===== config.mk =====
export PLATFORM = sky130hd
export DESIGN_NAME = scan_txn_seq
export DESIGN_NICKNAME = d
export VERILOG_FILES = /design/src/rtl/scan_txn_pkg.sv /design/src/rtl/scan_qtimer.sv /design/src/rtl/scan_pulse_cnt.sv /design/src/rtl/scan_shift_path.sv /design/src/rtl/scan_txn_seq.sv
export SDC_FILE = /design/constraint.sdc
export NUM_CORES = 1
export LEC_CHECK = 0
export BUFFER_PORTS_ARGS = -buffer_cell sky130_fd_sc_hd__buf_2
export CAP_MARGIN = 25
export CORE_AREA = 4 4 184 168
export DETAILED_ROUTE_END_ITERATION = 8
export DIE_AREA = 0 0 188 172
export PLACE_DENSITY = 0.53
export SLEW_MARGIN = 10
export SYNTH_ARGS = -nofsm -noshare
export SYNTH_HDL_FRONTEND = slang
export SYNTH_SLANG_ARGS = --single-unit

===== constraint.sdc =====
create_clock -name clk -period 3.59 [get_ports clk]
set_input_delay 0 -clock clk [delete_from_list [all_inputs] [get_ports clk]]
set_output_delay 0 -clock clk [all_outputs]
set_load 0.01 [all_outputs]

===== src/rtl/scan_txn_pkg.sv =====
`timescale 1ns/1ps
package scan_txn_pkg;

    typedef enum logic [3:0] {
        ST_IDLE,
        ST_PCPU_HI,
        ST_PCPU_LO,
        ST_PSPI_HI,
        ST_SC_LEAD,
        ST_SC_HI,
        ST_SC_LO,
        ST_PST_HI,
        ST_PST_LO,
        ST_PST_SCK
    } seq_st_e;

    localparam int NUM_PHASES = 4;

    // First state of the earliest enabled phase whose index is >= from_ph.
    function automatic seq_st_e phase_entry(input logic [NUM_PHASES-1:0] en, input int from_ph);
        seq_st_e r;
        logic    hit;
        r   = ST_IDLE;
        hit = 1'b0;
        for (int k = 0; k < NUM_PHASES; k++) begin
            if (!hit && (k >= from_ph) && en[k]) begin
                hit = 1'b1;
                case (k)
                    0:       r = ST_PCPU_HI;
                    1:       r = ST_PSPI_HI;
                    2:       r = ST_SC_LEAD;
                    default: r = ST_PST_HI;
                endcase
            end
        end
        return r;
    endfunction

endpackage


===== src/rtl/scan_qtimer.sv =====
`timescale 1ns/1ps
module scan_qtimer #(
    parameter int QPH = 2
) (
    input  logic clk,
    input  logic rst_n,
    input  logic clear,
    input  logic qtick,
    output logic adv
);
    localparam int QW = (QPH > 1) ? $clog2(QPH) : 1;

    logic [QW-1:0] cnt_q, cnt_d;

    assign adv = qtick && !clear && (cnt_q == QW'(QPH - 1));

    always_comb begin
        cnt_d = cnt_q;
        if (clear) begin
            cnt_d = '0;
        end else if (qtick) begin
            cnt_d = adv ? '0 : cnt_q + QW'(1);
        end
    end

    always_ff @(posedge clk or negedge rst_n) begin
        if (!rst_n) cnt_q <= '0;
        else        cnt_q <= cnt_d;
    end
endmodule


===== src/rtl/scan_pulse_cnt.sv =====
`timescale 1ns/1ps
module scan_pulse_cnt #(
    parameter int CNT_W = 16
) (
    input  logic             clk,
    input  logic             rst_n,
    input  logic             inc,
    output logic [CNT_W-1:0] count
);
    logic [CNT_W-1:0] count_q, count_d;

    always_comb begin
        count_d = count_q;
        if (inc) count_d = count_q + CNT_W'(1);
    end

    always_ff @(posedge clk or negedge rst_n) begin
        if (!rst_n) count_q <= '0;
        else        count_q <= count_d;
    end

    assign count = count_q;
endmodule


===== src/rtl/scan_shift_path.sv =====
`timescale 1ns/1ps
module scan_shift_path #(
    parameter int NBITS = 64
) (
    input  logic             clk,
    input  logic             rst_n,
    input  logic             load,
    input  logic [NBITS-1:0] tx_in,
    input  logic             shift,
    input  logic             sample,
    input  logic             miso,
    output logic             lead_bit,
    output logic             next_bit,
    output logic [NBITS-1:0] rx
);
    typedef struct packed {
        logic [NBITS-1:0] tx;
        logic [NBITS-1:0] rx;
    } path_t;

    path_t p_q, p_d;

    always_comb begin
        p_d = p_q;
        if (load) begin
            p_d.tx = tx_in;
            p_d.rx = '0;
        end else begin
            if (shift)  p_d.tx = {p_q.tx[NBITS-2:0], 1'b0};
            if (sample) p_d.rx = {p_q.rx[NBITS-2:0], miso};
        end
    end

    always_ff @(posedge clk or negedge rst_n) begin
        if (!rst_n) p_q <= '0;
        else        p_q <= p_d;
    end

    assign lead_bit = p_q.tx[NBITS-1];
    assign next_bit = p_q.tx[NBITS-2];
    assign rx       = p_q.rx;
endmodule


===== src/rtl/scan_txn_seq.sv =====
`timescale 1ns/1ps
module scan_txn_seq
    import scan_txn_pkg::*;
#(
    parameter int NBYTES = 8,
    parameter int QPH    = 2,
    parameter int CNT_W  = 16,
    parameter int NBITS  = NBYTES * 8
) (
    input  logic             clk,
    input  logic             rst_n,
    input  logic             qtick,
    input  logic             start,
    input  logic [3:0]       phase_en,
    input  logic [NBITS-1:0] tx_data,
    input  logic             miso,
    output logic             sclk,
    output logic             mosi,
    output logic             cpu_clk,
    output logic             busy,
    output logic             done,
    output logic [NBITS-1:0] rx_data,
    output logic [CNT_W-1:0] spi_pulses,
    output logic [CNT_W-1:0] cpu_pulses
);
    localparam int BW = $clog2(NBITS + 1);

    typedef struct packed {
        seq_st_e         st;
        logic [3:0]      en;
        logic [BW-1:0]   bits;
        logic            sclk;
        logic            cpu;
        logic            mosi;
        logic            done;
    } ctl_t;

    ctl_t    c_q, c_d;
    logic    adv;
    logic    load, shift, sample, spi_inc, cpu_inc;
    logic    lead_bit, next_bit;
    logic    go;
    seq_st_e tgt;

    scan_qtimer #(.QPH(QPH)) u_timer (
        .clk   (clk),
        .rst_n (rst_n),
        .clear (c_q.st == ST_IDLE),
        .qtick (qtick),
        .adv   (adv)
    );

    scan_shift_path #(.NBITS(NBITS)) u_path (
        .clk      (clk),
        .rst_n    (rst_n),
        .load     (load),
        .tx_in    (tx_data),
        .shift    (shift),
        .sample   (sample),
        .miso     (miso),
        .lead_bit (lead_bit),
        .next_bit (next_bit),
        .rx       (rx_data)
    );

    scan_pulse_cnt #(.CNT_W(CNT_W)) u_spi_cnt (
        .clk   (clk),
        .rst_n (rst_n),
        .inc   (spi_inc),
        .count (spi_pulses)
    );

    scan_pulse_cnt #(.CNT_W(CNT_W)) u_cpu_cnt (
        .clk   (clk),
        .rst_n (rst_n),
        .inc   (cpu_inc),
        .count (cpu_pulses)
    );

    always_comb begin
        c_d     = c_q;
        c_d.done = 1'b0;
        load    = 1'b0;
        shift   = 1'b0;
        sample  = 1'b0;
        spi_inc = 1'b0;
        cpu_inc = 1'b0;
        go      = 1'b0;
        tgt     = c_q.st;

        // Exit actions: decide the next state and count falling edges.
        if (c_q.st == ST_IDLE) begin
            if (start) begin
                load     = 1'b1;
                c_d.en   = phase_en;
                c_d.bits = BW'(NBITS);
                go       = 1'b1;
                tgt      = phase_entry(phase_en, 0);
            end
        end else if (adv) begin
            go = 1'b1;
            case (c_q.st)
                ST_PCPU_HI: begin
                    cpu_inc = 1'b1;
                    tgt     = ST_PCPU_LO;
                end
                ST_PCPU_LO: tgt = phase_entry(c_q.en, 1);
                ST_PSPI_HI: begin
                    spi_inc = 1'b1;
                    tgt     = phase_entry(c_q.en, 2);
                end
                ST_SC_LEAD: tgt = ST_SC_HI;
                ST_SC_HI: begin
                    spi_inc  = 1'b1;
                    shift    = 1'b1;
                    c_d.bits = c_q.bits - BW'(1);
                    tgt      = ST_SC_LO;
                end
                ST_SC_LO: tgt = (c_q.bits == '0) ? phase_entry(c_q.en, 3) : ST_SC_HI;
                ST_PST_HI: begin
                    cpu_inc = 1'b1;
                    tgt     = ST_PST_LO;
                end
                ST_PST_LO:  tgt = ST_PST_SCK;
                ST_PST_SCK: begin
                    spi_inc = 1'b1;
                    tgt     = ST_IDLE;
                end
                default: tgt = ST_IDLE;
            endcase
        end

        // Entry actions: output levels of the state being entered.
        if (go) begin
            c_d.st   = tgt;
            c_d.sclk = 1'b0;
            c_d.cpu  = 1'b0;
            case (tgt)
                ST_IDLE:               c_d.done = 1'b1;
                ST_PCPU_HI, ST_PST_HI: c_d.cpu  = 1'b1;
                ST_PSPI_HI, ST_PST_SCK: c_d.sclk = 1'b1;
                ST_SC_HI: begin
                    c_d.sclk = 1'b1;
                    sample   = 1'b1;
                end
                ST_SC_LEAD: c_d.mosi = load ? tx_data[NBITS-1] : lead_bit;
                ST_SC_LO:   c_d.mosi = next_bit;
                default: ;
            endcase
        end
    end

    always_ff @(posedge clk or negedge rst_n) begin
        if (!rst_n) begin
            c_q.st   <= ST_IDLE;
            c_q.en   <= '0;
            c_q.bits <= '0;
            c_q.sclk <= 1'b0;
            c_q.cpu  <= 1'b0;
            c_q.mosi <= 1'b0;
            c_q.done <= 1'b0;
        end else begin
            c_q <= c_d;
        end
    end

    assign sclk    = c_q.sclk;
    assign mosi    = c_q.mosi;
    assign cpu_clk = c_q.cpu;
    assign busy    = (c_q.st != ST_IDLE);
    assign done    = c_q.done;
endmodule


# Yosys cells after proc, flatten, opt, wreduce, memory -nomap -nowiden
# Index checks and enable logic that the tools add are counted.
# classes
addsub	4
n_mux	67
eq_ne	17
n_reduce_logical	32
# op_table
cell	count
$mux 128	1
$mux 64	2
$mux 1	45
$mux 4	10
$add 16x1->16 const B	2
$eq 4x3->1 const B	8
$pmux 4 s8	1
$mux 7	4
$eq 4x2->1 const B	3
$eq 4x4->1 const B	3
$reduce_bool 2->1	6
$eq 4x1->1 const B	2
$logic_and 1x1->1	8
$logic_not 4->1	2
$logic_not 1->1	7
$logic_not 7->1	1
$sub 7x1->7 const B	1
$mux 3	2
$reduce_or 3->1	2
$reduce_and 2->1	2
$reduce_bool 4->1	1
$reduce_or 2->1	2
$reduce_and 3->1	1
$mux 2	1
3 further kinds	3
# word_totals
output_inout_bits	101
wordCells	132
inputBits	73
register_bits	180

# Longest topological paths before layout
# logic_depth
depth_word	23
depth_mapped	11

# By module
# Synthesis repeated with hierarchy kept, for this count alone.
# hier_totals
hier_cells	790
area_unflattened_um2	8613.3
# modules_own_cells
mod	cells_per_inst	seq_area_each_um2	area_per_inst_um2	n_inst
scan_shift_path	547	3203.1	6044.5	1
scan_pulse_cnt	56	400.4	695.7	2
scan_txn_seq	126	450.4	1132.3	1
scan_qtimer	5	25.0	45.0	1

# Worst setup path before layout
# OpenSTA, ideal clock, no wires.
# synth_timing
path_kind	flip-flop to flip-flop
from	register c_q[4] (netlist name)
to	register mosi (netlist name)
path_stages_with_launch	9
arrival_time_ps	2074
period_less_slack_ps	2202
path_slack_ps	1388
path_buffers	0
path_cell_list	dfrtp_1 inv_1 ha_1 or4b_1 o21ai_1 a311oi_2 a221o_1 nand3b_1 mux2_1
# synth_via
elab_chain_cells	8
# synth_lines
item	line	text
start: declaration	scan_txn_seq.sv:38	ctl_t c_q, c_d;
$logic_not 7->1 *	scan_txn_seq.sv:119	ST_SC_LO: tgt = (c_q.bits == '0) ? phase_entry(c_q.en, 3) : ST_SC_HI;
$mux 4 *	scan_txn_seq.sv:119	
$pmux 4 s8 *	scan_txn_seq.sv:102	case (c_q.st)
$mux 4 *	scan_txn_seq.sv:100	end else if (adv) begin
$mux 4 *	scan_txn_seq.sv:92	if (c_q.st == ST_IDLE) begin
$eq 4x3->1	scan_txn_seq.sv:138	case (tgt)
$reduce_bool 2->1 (no source line)	-	
$reduce_and 2->1 (no source line)	-	
# Mark *: on every way between the ends. The rest lies on a longest branch, timed or not.
# A chain may end at the register's enable or synchronous reset.

# Worst setup path after layout
# layout_timing
from	register c_q[18] (netlist name)
to	register u_path.p_q, in the netlist u_path.rx[0]
# layout_via
elab_chain_cells	10
# layout_lines
item	line	text
parallel branches: the longest is 10 deep, another holds $pmux 4 s8	-	
end signal: assignment	scan_shift_path.sv:36	else p_q <= p_d;
end: declaration	scan_shift_path.sv:21	path_t p_q, p_d;
# Parallel ways; which one is timed is not known.

==> impl_metrics.py <==
metrics = {
    "status": {
        "status": "complete, no violations",
    },
    "power": {
        "internal_power_mw": 4.29,
        "p_clk_share_pct": 27.6,
        "p_sw_share_pct": 36.6,
        "seq_power_share_pct": 42.5,
        "power.switching_mw": 2.48,
        "comb_power_share_pct": 29.9,
        "powerDensity_nw_per_um2": 639,
        "leakage_nw": 4.98,
        "peakVddDrop_v": 0.000408,
    },
    "die": {
        "core_region_area_um2": 28900,
        "ioPinCount": 174,
        "start_util_pct": 29.9,
        "fp.dieH_um": 172,
        "rows": 59,
        "dieArea_um2": 32300,
        "die_x_um": 188,
    },
    "clock_network": {
        "clock_latency_ps": 430,
        "post-cts-setup-buffer-count": 0,
        "cts_hold_buf": 70,
        "cts_tree": "built",
        "clkTransAtPathRegs_ps": 70,
        "ctsResizeCount": 0,
        "cts.root.buffer_cell": "clkbuf_16",
        "clock-sinks": 179,
        "clk_path_buf_depth": 2,
        "cts_made_buffers": 17,
        "h-tree-depth": 4,
    },
    "synthesis": {
        "netlist_instances": 936,
        "synth_top_flop_cell": "dfrtp_1",
        "synth_area_um2": 8630,
        "async_flop_share_pct": 100,
        "netlist_top_cells_area": "dfrtp_1 52%, nand2_1 6.5%, buf_4 5.7%",
        "ys_ff_latch": 179,
        "synth_top_area_share_pct": 51.9,
        "synth_edf_count": 0,
        "ys_warn_count": 0,
        "yosysSeqAreaShare_pct": 51.9,
        "syn_area_per_cell_um2": 9.22,
        "post-synth-top-area-cell": "dfrtp_1",
        "syn-num-nets": 1013,
        "synth_cell_types": 54,
    },
    "drt": {
        "drt_wl_total_um": 22100,
        "num_vias": 7072,
        "drc": 0,
        "routedWlPerCell_um": 14.8,
        "dr.first_iter.drc_count": 422,
        "drtPass1Iterations": 5,
        "ant_nets": 0,
        "vias_per_cell": 4.76,
    },
    "global_route": {
        "grt_pass1_vias": 6822,
        "antenna_found_initial": 0,
        "overflow": 0,
        "grt_max_degree": 86,
        "grt_pass1_wl_um": 36100,
        "grt_usage_pct": 13.5,
    },
    "critical_path": {
        "cpMaxStageDelayCell": "dfrtp_1",
        "cp_slowest_stage_delay_ps": 570,
        "worstPathArrival_ps": 3200,
        "cp-start-kind": "register",
        "endpoint_kind": "register",
        "path_max_fanout": 38,
        "critPathRequiredTime_ps": 3880,
        "path_class": "reg2reg",
        "path_cells": "nor4bb_1, o21ai_1, a311oi_2, nand3_2, buf_12, o21ai_0, a21oi_1",
    },
    "sta": {
        "fmax_ghz": 0.344,
        "relSlewSlack_pct": 49.7,
        "slew_violations": 0,
        "post-route-min-period_ps": 2910,
        "clock_skew_ps": 12.3,
        "setup_tns_ps": 0,
        "fin_crit_sh_pct": 80.9,
        "setup_violations": 0,
        "hold_viol": 0,
        "whs_ps": 178,
        "grt_setup_unrepaired": "false",
        "tightestPinTransition_ps": 755,
    },
    "placed_design": {
        "hpwlAfterDp_um": 13500,
        "io_buffer_count": 173,
        "gp_congestion": 0.766,
    },
    "final_layout": {
        "syn_to_final_growth_pct": 22.7,
        "final_cell_mix": "179 x dfrtp_1, 172 x buf_2, 148 x nand2_1, 80 x nand3_1, 75 x nor2_1",
        "layout_commonest_cell": "dfrtp_1",
        "drive_gt1_share_pct": 21.5,
        "diodes": 0,
        "fin_nets": 1155,
        "n_fill_cell": 2930,
    },
    "flow_run": {
        "drv_cap": 0,
    },
    "hold_path": {
        "min_path_type": "in2async",
    },
}
stage by stage:
step | power (mW) | instances | setup slack, ps | utilization, % | instance area (um^2)
floorplan | 4.32 | 936 | 1390 | - | 8630
global placement | 4.86 | 1385 | 813 | 32.3 | 9320
detailed placement | 4.89 | 1385 | 712 | 32.3 | 9320
CTS | 6.85 | 1486 | 703 | 36.7 | 10600
global route | 7.23 | 1486 | 444 | 36.7 | 10600
finish | 6.77 | 1486 | 685 | 36.7 | 10600
synth_stat cells (2+ instances only):
library cell and number:
nor2b_1 5, buf_8 6, nor3_2 2, nor3_1 2
a31oi_1 63, nand2b_1 3, o21ai_0 12, buf_1 2
dfrtp_1 179, a21oi_1 66, and2_1 3, or3_4 2
buf_4 65, mux2_2 3, xor2_1 10, nor4_1 2
nand3_1 80, o21ai_1 61, buf_2 14, inv_1 7
mux2i_1 3, nor4bb_1 2, and4_1 3, nand3b_1 2
buf_6 3, nand2_1 149, nand4_1 6, xnor2_1 30
clkbuf_1 41, and3_1 8, nor2_1 76, ha_1 4
metal layers:
metal	track usage [%]	part of all wire, %	vias to the layer above
met3	3.35	5.0	20
met4	3.67	1.3	0
met1	18.9	48	3458
met5	0	0	-
met2	21.1	45	173
li1	-	-	3421
kinds of logic after synthesis:
logic type,synth area share (%)
AND/OR/NAND/NOR,18.6
AO/OA/AOI/OAI,13.8
flip-flops,51.9
buffers and inverters,10.2
XOR/XNOR,4.06
multiplexers,0.870
adder cells (fa/ha/maj),0.580
worst max-delay path, delay by kind of cell (launching register included):
family / cells / cell delay, ps
flip-flops: 1 / 570
buffers and inverters: 1 / 400
AO/OA/AOI/OAI: 4 / 780
AND/OR/NAND/NOR: 2 / 1000
area by class of cell:
type                       count  area (um^2)  area share (%)
tap                          396          495            4.68
sequential                   179         4480            42.3
inverter                       8         30.0           0.284
multi-input combinational    617         3300            31.1
clock buffer                  19          443            4.18
clock inverter                12          129            1.22
timing repair buffer         255         1720            16.2
state kept, by name, indices dropped and copies added, names as in the netlist, 14 cells and up:
name	count
c_q	14
u_path.p_q	62
u_spi_cnt.count	16
u_cpu_cnt.count	16
u_path.rx	64
power by group through the flow:
stage	Sequential (mW)	Clock [mW]	Combinational, mW
after floorplan	2.81	0	1.50
after global placement	2.89	0	1.97
after detailed placement	2.90	0	1.99
after CTS	2.87	1.93	2.05
after global routing	2.95	2.01	2.28
final	2.87	1.87	2.02
path summary, 6_finish.rpt:
kind,from,end,slack (ps),cells past startpoint
setup / recovery,c_q[18],u_path.rx[0],680,7
hold reg to reg,u_spi_cnt.count[15],u_spi_cnt.count[15],470,1
max in group asynchronous,rst_n,u_timer.cnt_q,2520,3
min in group clk,phase_en[0],c_q[17],210,3
hold / removal,rst_n,u_path.rx[49],180,2
setup reg to reg,c_q[18],u_path.rx[0],680,7
Power figures use the tool's default switching activity.
